===== config.mk =====
export PLATFORM = sky130hd
export DESIGN_NAME = gpio_irq_port
export DESIGN_NICKNAME = d
export VERILOG_FILES = /design/src/rtl/gpio_port_pkg.sv /design/src/rtl/gpio_port_regs.sv /design/src/rtl/gpio_port_sync.sv /design/src/rtl/gpio_port_detect.sv /design/src/rtl/gpio_irq_port.sv
export SDC_FILE = /design/constraint.sdc
export NUM_CORES = 1
export LEC_CHECK = 0
export ABC_CLOCK_PERIOD_IN_PS = 4750
export BUFFER_PORTS_ARGS = -buffer_cell sky130_fd_sc_hd__buf_4
export CORE_ASPECT_RATIO = 0.75
export CORE_MARGIN = 4
export CORE_UTILIZATION = 36
export DETAILED_ROUTE_END_ITERATION = 8
export HOLD_SLACK_MARGIN = 0.12
export PLACE_DENSITY_LB_ADDON = 0.12
export SLEW_MARGIN = 20
export SYNTH_ARGS = -nofsm -noshare
export SYNTH_HDL_FRONTEND = slang
export SYNTH_SLANG_ARGS = --single-unit
export TNS_END_PERCENT = 100

===== constraint.sdc =====
create_clock -name clk -period 4.75 [get_ports clk]
set_input_delay 0.2375 -clock clk [delete_from_list [all_inputs] [get_ports clk]]
set_output_delay 0.2375 -clock clk [all_outputs]
set_load 0.005 [all_outputs]

===== src/rtl/gpio_port_pkg.sv =====
`timescale 1ns/1ps
package gpio_port_pkg;

  typedef enum logic [1:0] {
    OP_LOAD = 2'd0,
    OP_SET  = 2'd1,
    OP_CLR  = 2'd2,
    OP_NONE = 2'd3
  } wr_op_e;

  localparam logic [2:0] BLK_DOUT = 3'd0;
  localparam logic [2:0] BLK_DIN  = 3'd1;
  localparam logic [2:0] BLK_OE   = 3'd2;
  localparam logic [2:0] BLK_CAP  = 3'd3;
  localparam logic [2:0] BLK_IEN  = 3'd4;
  localparam logic [2:0] BLK_LVL  = 3'd5;
  localparam logic [2:0] BLK_POL  = 3'd6;
  localparam logic [2:0] BLK_STAT = 3'd7;

  // writable registers held in the generic register file
  localparam int NUM_SLOTS = 6;
  localparam int SLOT_DOUT = 0;
  localparam int SLOT_OE   = 1;
  localparam int SLOT_CAP  = 2;
  localparam int SLOT_IEN  = 3;
  localparam int SLOT_LVL  = 4;
  localparam int SLOT_POL  = 5;

  function automatic logic [2:0] slot_block(input int slot);
    case (slot)
      SLOT_DOUT: return BLK_DOUT;
      SLOT_OE:   return BLK_OE;
      SLOT_CAP:  return BLK_CAP;
      SLOT_IEN:  return BLK_IEN;
      SLOT_LVL:  return BLK_LVL;
      default:   return BLK_POL;
    endcase
  endfunction

endpackage


===== src/rtl/gpio_port_regs.sv =====
`timescale 1ns/1ps
module gpio_port_regs
  import gpio_port_pkg::*;
#(
  parameter int W = 32,
  parameter int N = 6
) (
  input  logic         clk,
  input  logic         rst_n,
  input  logic [N-1:0] slot_hit,
  input  wr_op_e       op,
  input  logic [W-1:0] wdata,
  output logic [W-1:0] q [N]
);

  for (genvar g = 0; g < N; g++) begin : g_slot
    always_ff @(posedge clk) begin
      if (!rst_n) begin
        q[g] <= '0;
      end else if (slot_hit[g]) begin
        case (op)
          OP_LOAD: q[g] <= wdata;
          OP_SET:  q[g] <= q[g] | wdata;
          OP_CLR:  q[g] <= q[g] & ~wdata;
          default: q[g] <= q[g];
        endcase
      end
    end
  end

endmodule


===== src/rtl/gpio_port_sync.sv =====
`timescale 1ns/1ps
module gpio_port_sync #(
  parameter int W      = 32,
  parameter int STAGES = 2
) (
  input  logic         clk,
  input  logic         rst_n,
  input  logic [W-1:0] d,
  output logic [W-1:0] q
);

  logic [STAGES-1:0][W-1:0] pipe;

  always_ff @(posedge clk) begin
    if (!rst_n) begin
      pipe <= '0;
    end else begin
      pipe[0] <= d;
      for (int i = 1; i < STAGES; i++) pipe[i] <= pipe[i-1];
    end
  end

  assign q = pipe[STAGES-1];

endmodule


===== src/rtl/gpio_port_detect.sv =====
`timescale 1ns/1ps
module gpio_port_detect #(
  parameter int W = 32
) (
  input  logic         clk,
  input  logic         rst_n,
  input  logic [W-1:0] smp,
  input  logic [W-1:0] lvl_sel,
  input  logic [W-1:0] pol_sel,
  input  logic [W-1:0] cap_en,
  input  logic [W-1:0] clr_mask,
  output logic [W-1:0] status
);

  logic [W-1:0] prev_q;
  logic [W-1:0] active;
  logic [W-1:0] edge_hit;
  logic [W-1:0] evt;

  always_comb begin
    active   = ~(smp ^ pol_sel);
    edge_hit = (smp ^ prev_q) & active;
    evt      = (lvl_sel & active) | (~lvl_sel & edge_hit);
  end

  always_ff @(posedge clk) begin
    if (!rst_n) begin
      prev_q <= '0;
      status <= '0;
    end else begin
      prev_q <= smp;
      status <= (status & ~clr_mask) | (evt & cap_en);
    end
  end

endmodule


===== src/rtl/gpio_irq_port.sv =====
`timescale 1ns/1ps
module gpio_irq_port
  import gpio_port_pkg::*;
#(
  parameter int W           = 32,
  parameter int ADDR_W      = 8,
  parameter int SYNC_STAGES = 2
) (
  input  logic              clk,
  input  logic              rst_n,
  input  logic              bus_en,
  input  logic              bus_we,
  input  logic [ADDR_W-1:0] bus_addr,
  input  logic [W-1:0]      bus_wdata,
  output logic [W-1:0]      bus_rdata,
  input  logic [W-1:0]      pad_in,
  output logic [W-1:0]      pad_out,
  output logic [W-1:0]      pad_oe,
  output logic              irq
);

  localparam int HI_W = ADDR_W - 7;

  logic [2:0]     blk;
  logic [1:0]     op_raw;
  logic           mapped;
  logic           wr_ok;
  logic [NUM_SLOTS-1:0] slot_hit;
  logic [W-1:0]   q [NUM_SLOTS];
  logic [W-1:0]   din_q;
  logic [W-1:0]   status_q;
  logic [W-1:0]   clr_mask;
  logic [W-1:0]   cap_q;
  logic [W-1:0]   ien_q;
  logic [W-1:0]   rd_val;

  assign blk    = bus_addr[6:4];
  assign op_raw = bus_addr[3:2];
  assign mapped = (bus_addr[ADDR_W-1:7] == HI_W'(0)) &&
                  (bus_addr[1:0] == 2'b00) && (op_raw != 2'd3);
  assign wr_ok  = bus_en && bus_we && mapped;

  for (genvar g = 0; g < NUM_SLOTS; g++) begin : g_hit
    assign slot_hit[g] = wr_ok && (blk == slot_block(g));
  end

  assign clr_mask = (wr_ok && blk == BLK_STAT && op_raw == 2'd2) ? bus_wdata : '0;

  gpio_port_regs #(.W(W), .N(NUM_SLOTS)) u_regs (
    .clk      (clk),
    .rst_n    (rst_n),
    .slot_hit (slot_hit),
    .op       (wr_op_e'(op_raw)),
    .wdata    (bus_wdata),
    .q        (q)
  );

  gpio_port_sync #(.W(W), .STAGES(SYNC_STAGES)) u_sync (
    .clk   (clk),
    .rst_n (rst_n),
    .d     (pad_in),
    .q     (din_q)
  );

  assign cap_q = q[SLOT_CAP];
  assign ien_q = q[SLOT_IEN];

  gpio_port_detect #(.W(W)) u_det (
    .clk      (clk),
    .rst_n    (rst_n),
    .smp      (din_q),
    .lvl_sel  (q[SLOT_LVL]),
    .pol_sel  (q[SLOT_POL]),
    .cap_en   (cap_q),
    .clr_mask (clr_mask),
    .status   (status_q)
  );

  always_comb begin
    rd_val = '0;
    if (blk == BLK_DIN) begin
      rd_val = din_q;
    end else if (blk == BLK_STAT) begin
      rd_val = status_q;
    end else begin
      for (int i = 0; i < NUM_SLOTS; i++)
        if (blk == slot_block(i)) rd_val = q[i];
    end
  end

  assign bus_rdata = (bus_en && mapped) ? rd_val : '0;
  assign pad_out   = q[SLOT_DOUT];
  assign pad_oe    = q[SLOT_OE];
  assign irq       = |(status_q & ien_q);

endmodule


; Yosys cells after proc, flatten, opt, wreduce, memory -nomap -nowiden
; Cells that the tools add are included.
[totals]
reg_bits = 320
input_bits = 76
[classes]
n_eq_ne = 16
n_bitwise = 27
reduce_logical = 24
mux = 28
[ops]
columns = cell, count
row1 = case mux 32 bit (3 select lines), 6
row2 = bitwise AND 32 bit, 12
row3 = 2-to-1 mux 32 bit, 10
row4 = bitwise OR 32 bit, 8
row5 = NOT 32 bit, 4
row6 = bitwise XOR 32 bit, 2
row7 = 2-to-1 mux 3 bit, 12
row8 = OR reduction 32 bit, 1
row9 = == test 3 bit, 6
row10 = logical AND 1 bit, 13
row11 = "== test 3 bit, second input constant", 4
row12 = AND reduction 2 bit, 6
row13 = "== test 3 x 2 -> 1 bit, second input constant", 2
row14 = zero test 2 bit, 2
row15 = "== test 3 x 1 -> 1 bit, second input constant", 1
row16 = zero test 3 bit, 1
row17 = nonzero test 3 bit, 1
row18 = "== test 2 x 1 -> 1 bit, second input constant", 1
row19 = "== test 2 bit, second input constant", 1
row20 = "!= test 2 bit, second input constant", 1
row21 = NOT 1 bit, 1

; Depth between registers and ports, before layout
[logic_depth]
word_depth = 13
ltp_mapped = 8
mapped_depth_nobuf = 6

; Hierarchy
; From an unflattened synthesis, not the netlist that was laid out.
[unflattened]
hier_cells = 1543
area_unflattened_um2 = 15668.8
[modules_own_cells]
columns = module, seq_area_each_um2, n_inst, area_per_inst_um2, cells_per_inst
row1 = gpio_port_regs, 3843.7, 1, 8271.7, 759
row2 = gpio_port_detect, 1281.2, 1, 2855.2, 298
row3 = gpio_irq_port, 0.0, 1, 2509.9, 320
row4 = gpio_port_sync, 1281.2, 1, 2031.9, 166

; Worst setup path after synthesis
; OpenSTA, ideal clock, no wires.
[synth_path]
path_kind = input-to-reg
startpoint = input port bus_addr[2]
endpoint = register u_regs.q[20] in the netlist's numbering
slack_ns = 2.811
t_arrival_ns = 1.822
cell_stages = 6
setup_ns = 0.117
path_cell_list = ha_1 -> or3b_2 -> or3_1 -> clkbuf_1 -> o21ai_0 -> nor2_1
[synth_via]
elab_chain_len = 5
[synth_lines]
columns = item, line_no
row1 = start: declaration, gpio_irq_port.sv:13  ; input logic [ADDR_W-1:0] bus_addr,
row2 = != test 2 bit, gpio_irq_port.sv:40  ; (bus_addr[1:0] == 2'b00) && (op_raw != 2'd3);
row3 = logical AND 1 bit, gpio_irq_port.sv:40
row4 = logical AND 1 bit, gpio_irq_port.sv:41  ; assign wr_ok = bus_en && bus_we && mapped;
row5 = logical AND 1 bit, gpio_irq_port.sv:44  ; assign slot_hit[g] = wr_ok && (blk == slot_block(g));
row6 = AND reduction 2 bit (no source line), n/a
row7 = end signal: indexed assignment, gpio_port_regs.sv:23  ; OP_SET: q[g] <= q[g] | wdata;
row8 = end signal: indexed assignment, gpio_port_regs.sv:24  ; OP_CLR: q[g] <= q[g] & ~wdata;
row9 = end signal: indexed assignment, gpio_port_regs.sv:25  ; default: q[g] <= q[g];
row10 = end: declaration, gpio_port_regs.sv:13  ; output logic [W-1:0] q [N]
; Parallel ways exist; a longest one is shown, timed or not.
; A chain may end at the register's enable or synchronous reset.

; Final worst setup path
[layout_path]
startpoint = input port bus_addr[6]
endpoint = output port bus_rdata[30]
[layout_via]
elab_chain_len = 10
[layout_lines]
columns = item, line_no
row1 = == test 3 bit, gpio_irq_port.sv:87  ; if (blk == slot_block(i)) rd_val = q[i];
row2 = 2-to-1 mux 32 bit (6 in series), gpio_irq_port.sv:87
row3 = 2-to-1 mux 32 bit, gpio_irq_port.sv:83  ; end else if (blk == BLK_STAT) begin
row4 = 2-to-1 mux 32 bit (*), gpio_irq_port.sv:81  ; if (blk == BLK_DIN) begin
row5 = 2-to-1 mux 32 bit (*), gpio_irq_port.sv:91  ; assign bus_rdata = (bus_en && mapped) ? rd_val : '0;
row6 = end: declaration, gpio_irq_port.sv:15  ; output logic [W-1:0] bus_rdata,
; Every way passes the cells marked *; elsewhere a longest branch is shown, timed or not.

==> impl_metrics.yaml <==
synthesis:
  synth_cells: 1762
  async_reset_ff_share_pct: 0
  ys_seq_area_share_pct: 42.2
  synth_cell_types: 53
  synth_area_leaders: "dfxtp_1 42%, a21oi_1 6.4%, o21ai_0 5.9%"
  synth-seq-cells: 320
  syn_nets: 1842
  synth_edf_count: 0
  yosys_warnings: 0
  post-synth-top-area-cell: "dfxtp_1"
  synth.avg_cell_area_um2: 8.61
  synth_top_cells_by_count: "320 x dfxtp_1, 197 x nor2_1, 193 x a21oi_1, 180 x o21ai_0, 106 x clkbuf_1"
  syn-cell-area_um2: 15200
  ys.flop_type: "dfxtp_1"
  yosysMostFrequentCell: "dfxtp_1"
  synth_top_cell_area_share_pct: 42.2
critical_path:
  critPathCaptureType: "output pin"
  crit_fanout: 46
  r2r_setup_slack_ps: 3790
  cp-start-kind: "input port"
  crit_path_cell_trace: "buf_4 > buf_4 > o21ai_0 > a221oi_1 > a2111oi_0 > a211oi_1 > buf_4"
  worst-r2r-cell-count: 3
  critPathKind: "in2out"
  crit_buf_inv: 3
  worst_path_most_repeated_cell: "buf_4"
  r2r-end: "u_det.status[13]"
  crit_path_end: "bus_rdata[30]"
  cp_data_required_time_ps: 4510
  cp_num_cells: 7
  r2r_start: "u_regs.q[13]"
  crit_start: "bus_addr[6]"
  arrival_ps: 2610
  cp_top_family: "buffers and inverters"
  slowest_delay_ps: 560
  slowest_stage: "buf_4"
timing:
  setup_tns_ps: 0
  rsz0062_at_grt: "no"
  slew_violations: 0
  fin_worst_skew_ps: 11.6
  fin_crit_ps: 2840
  hold_ws_ps: 366
  fmax_mhz: 352
  slew_headroom_pct: 29.3
  finalCritPeriodShare_pct: 59.9
  setup_violations: 0
  worst_slack_ps: 1910
  worst_slew_pin_slew_ps: 1060
  finalHoldViolations: 0
global_routing:
  met3_usage_pct: 3.47
  busiest_layer: "met2"
  grt_pass1_vias: 12800
  track_usage_pct: 22.5
  met2_usage_pct: 37.5
  grt_pass1_wl_mm: 80.1
  antenna_found_initial: 2
  gr-total-overflow: 0
  grt_start_max_net_pins: 141
  gr-usage-met1_pct: 31.2
cells_and_area:
  multi_input_area_um2: 7550
  fin_nets: 1919
  postLayoutCellArea_um2: 18100
  fill_cells: 4024
  diodes: 0
  ff_latch_area_um2: 6410
  final_util_pct: 43.9
  syn2layout_area_growth_pct: 19.2
  drive_gt1_share_pct: 17.6
floorplanning:
  start_util_pct: 36.8
  rows: 64
  die_h_um: 186
  die-area_um2: 45500
  die_x_um: 245
  io_pins: 173
  core_um2: 41200
placement:
  portBuffers: 172
  dp_hpwl_mm: 32.3
  place_congestion: 0.857
  place_area_um2: 16200
  place_ws_ps: 1720
clock_tree:
  clockRootBuffer: "clkbuf_16"
  cts_tree: "yes"
  clockBufferDepth: 3
  clock_sinks: 320
  clkTransAtPathRegs_ps: 60
  cts_resized: 0
  htreeDepth: 2
  cts_made_buffers: 36
  clk_latency_ps: 540
  cts_setup_buffers: 0
pwr:
  combPwrFrac_pct: 8.5
  pwr-share-clk_pct: 46.9
  ir_drop_mv: 0.222
  leakage_nw: 7.26
  swShare_pct: 24.7
  p_per_area_nw_per_um2: 340
  switching_power_w: 0.00152
  share_seq_of_total_power_pct: 44.6
  p_int_w: 0.00463
drt:
  final_antenna_net_count: 0
  dr.first_iter.drc_count: 1156
  wirelength_mm: 52.8
  first_pass_iters: 5
  drc: 0
  viasPerCell: 5.46
  dr_total_vias: 13300
  wl_per_cell_um: 21.8
outcome:
  status: "finished, final reports clean"
flow_run:
  drv_cap: 0
min_path:
  hold_class: "in2reg"
power groups by stage:
stage               logic [W]  clock network [W]  registers [W]
floorplan            0.000319                  0        0.00279
global placement     0.000473                  0        0.00280
detailed placement   0.000476                  0        0.00280
CTS                  0.000521            0.00295        0.00274
global route         0.000575            0.00305        0.00274
finish               0.000523            0.00288        0.00274
worst min path at each step:
stage | start | endpoint | slack (ps) | depth (start not counted)
final | bus_addr[7] | u_regs.q[164] | 370 | 5
after detailed placement | u_sync.pipe[9] | u_sync.q[9] | 420 | 1
after floorplan | pad_in[0] | u_sync.pipe[0] | 360 | 1
after global routing | bus_addr[7] | u_regs.q[167] | 370 | 5
after CTS | bus_addr[7] | u_regs.q[164] | 330 | 5
after global placement | u_sync.pipe[29] | u_sync.q[29] | 420 | 1
logic make-up (layout without fill, tap and decap cells):
logic type,Yosys count,in the layout,share of synthesized area (%)
buf+inv,253,357,8.30
fa+ha+maj,4,4,0.330
mux,62,62,6.73
flops,320,320,42.2
compound gates,631,631,24.4
xor+xnor,62,62,3.58
simple gates,430,430,14.5
sequential cells by signal, indices dropped and copies added (netlist names):
| register | cells |
|---|---|
| u_det.status | 32 |
| u_sync.q | 32 |
| u_det.prev_q | 32 |
| u_sync.pipe | 32 |
| u_regs.q | 192 |
repair_timing:
item | in CTS | in global routing
hold buffers | 64 | 0
hold endpoints to repair | 227 | 0
setup endpoints to repair | 0 | 0
layout make-up:
cell class	instances	share of cell area, %
repair buffers	257	11.6
well taps	561	3.88
flip-flops and latches	320	35.4
clock buffers	52	5.76
inverters	35	0.726
clock inverters	13	0.885
multi-input cells	1189	41.7
worst min-delay path, stage by stage:
cell     delay [ps]
buf_4           110
or4b_4          200
nor3_4          110
a21oi_1         150
nor2_1           40
cells in the final DEF (no fill, tap or decap), types with 3 or more instances in the layout:
| master | Yosys | layout |
|---|---|---|
| o211ai_1 | 32 | 32 |
| o21ai_1 | 75 | 75 |
| o22ai_1 | 31 | 31 |
| nor2b_1 | 34 | 34 |
| mux2_2 | 31 | 31 |
| clkbuf_1 | 106 | 9 |
| bufinv_16 | 0 | 3 |
| clkbuf_16 | 0 | 37 |
| clkinv_2 | 0 | 4 |
| a21boi_0 | 31 | 31 |
| a22oi_1 | 16 | 16 |
| dlygate4sd3_1 | 0 | 64 |
| buf_4 | 66 | 192 |
| xnor2_1 | 31 | 31 |
| nor2_1 | 197 | 197 |
| clkbuf_8 | 0 | 7 |
| nor3_4 | 0 | 4 |
| o211a_1 | 29 | 29 |
| mux4_2 | 29 | 29 |
| nand4_1 | 6 | 6 |
| a21oi_1 | 193 | 193 |
| dfxtp_1 | 320 | 320 |
| nand2_1 | 33 | 33 |
| o31a_1 | 32 | 32 |
| nand2b_1 | 36 | 36 |
| inv_1 | 35 | 35 |
| and2_1 | 97 | 97 |
| o21ai_0 | 180 | 180 |
| xor2_1 | 31 | 31 |
| o221ai_1 | 3 | 3 |
layer usage:
metal  routed length [um]  share of wire, %
met1                24300                46
met2                24500                46
met3                 3060               5.8
met4                  952               1.8
met5                   21             0.040
metrics by stage:
step                total power, W  std cells
floorplan                  0.00311       1762
global placement           0.00327       2298
detailed placement         0.00328       2298
CTS                        0.00621       2427
global route               0.00637       2427
finish                     0.00614       2427
(Power assumes the default switching activity.)
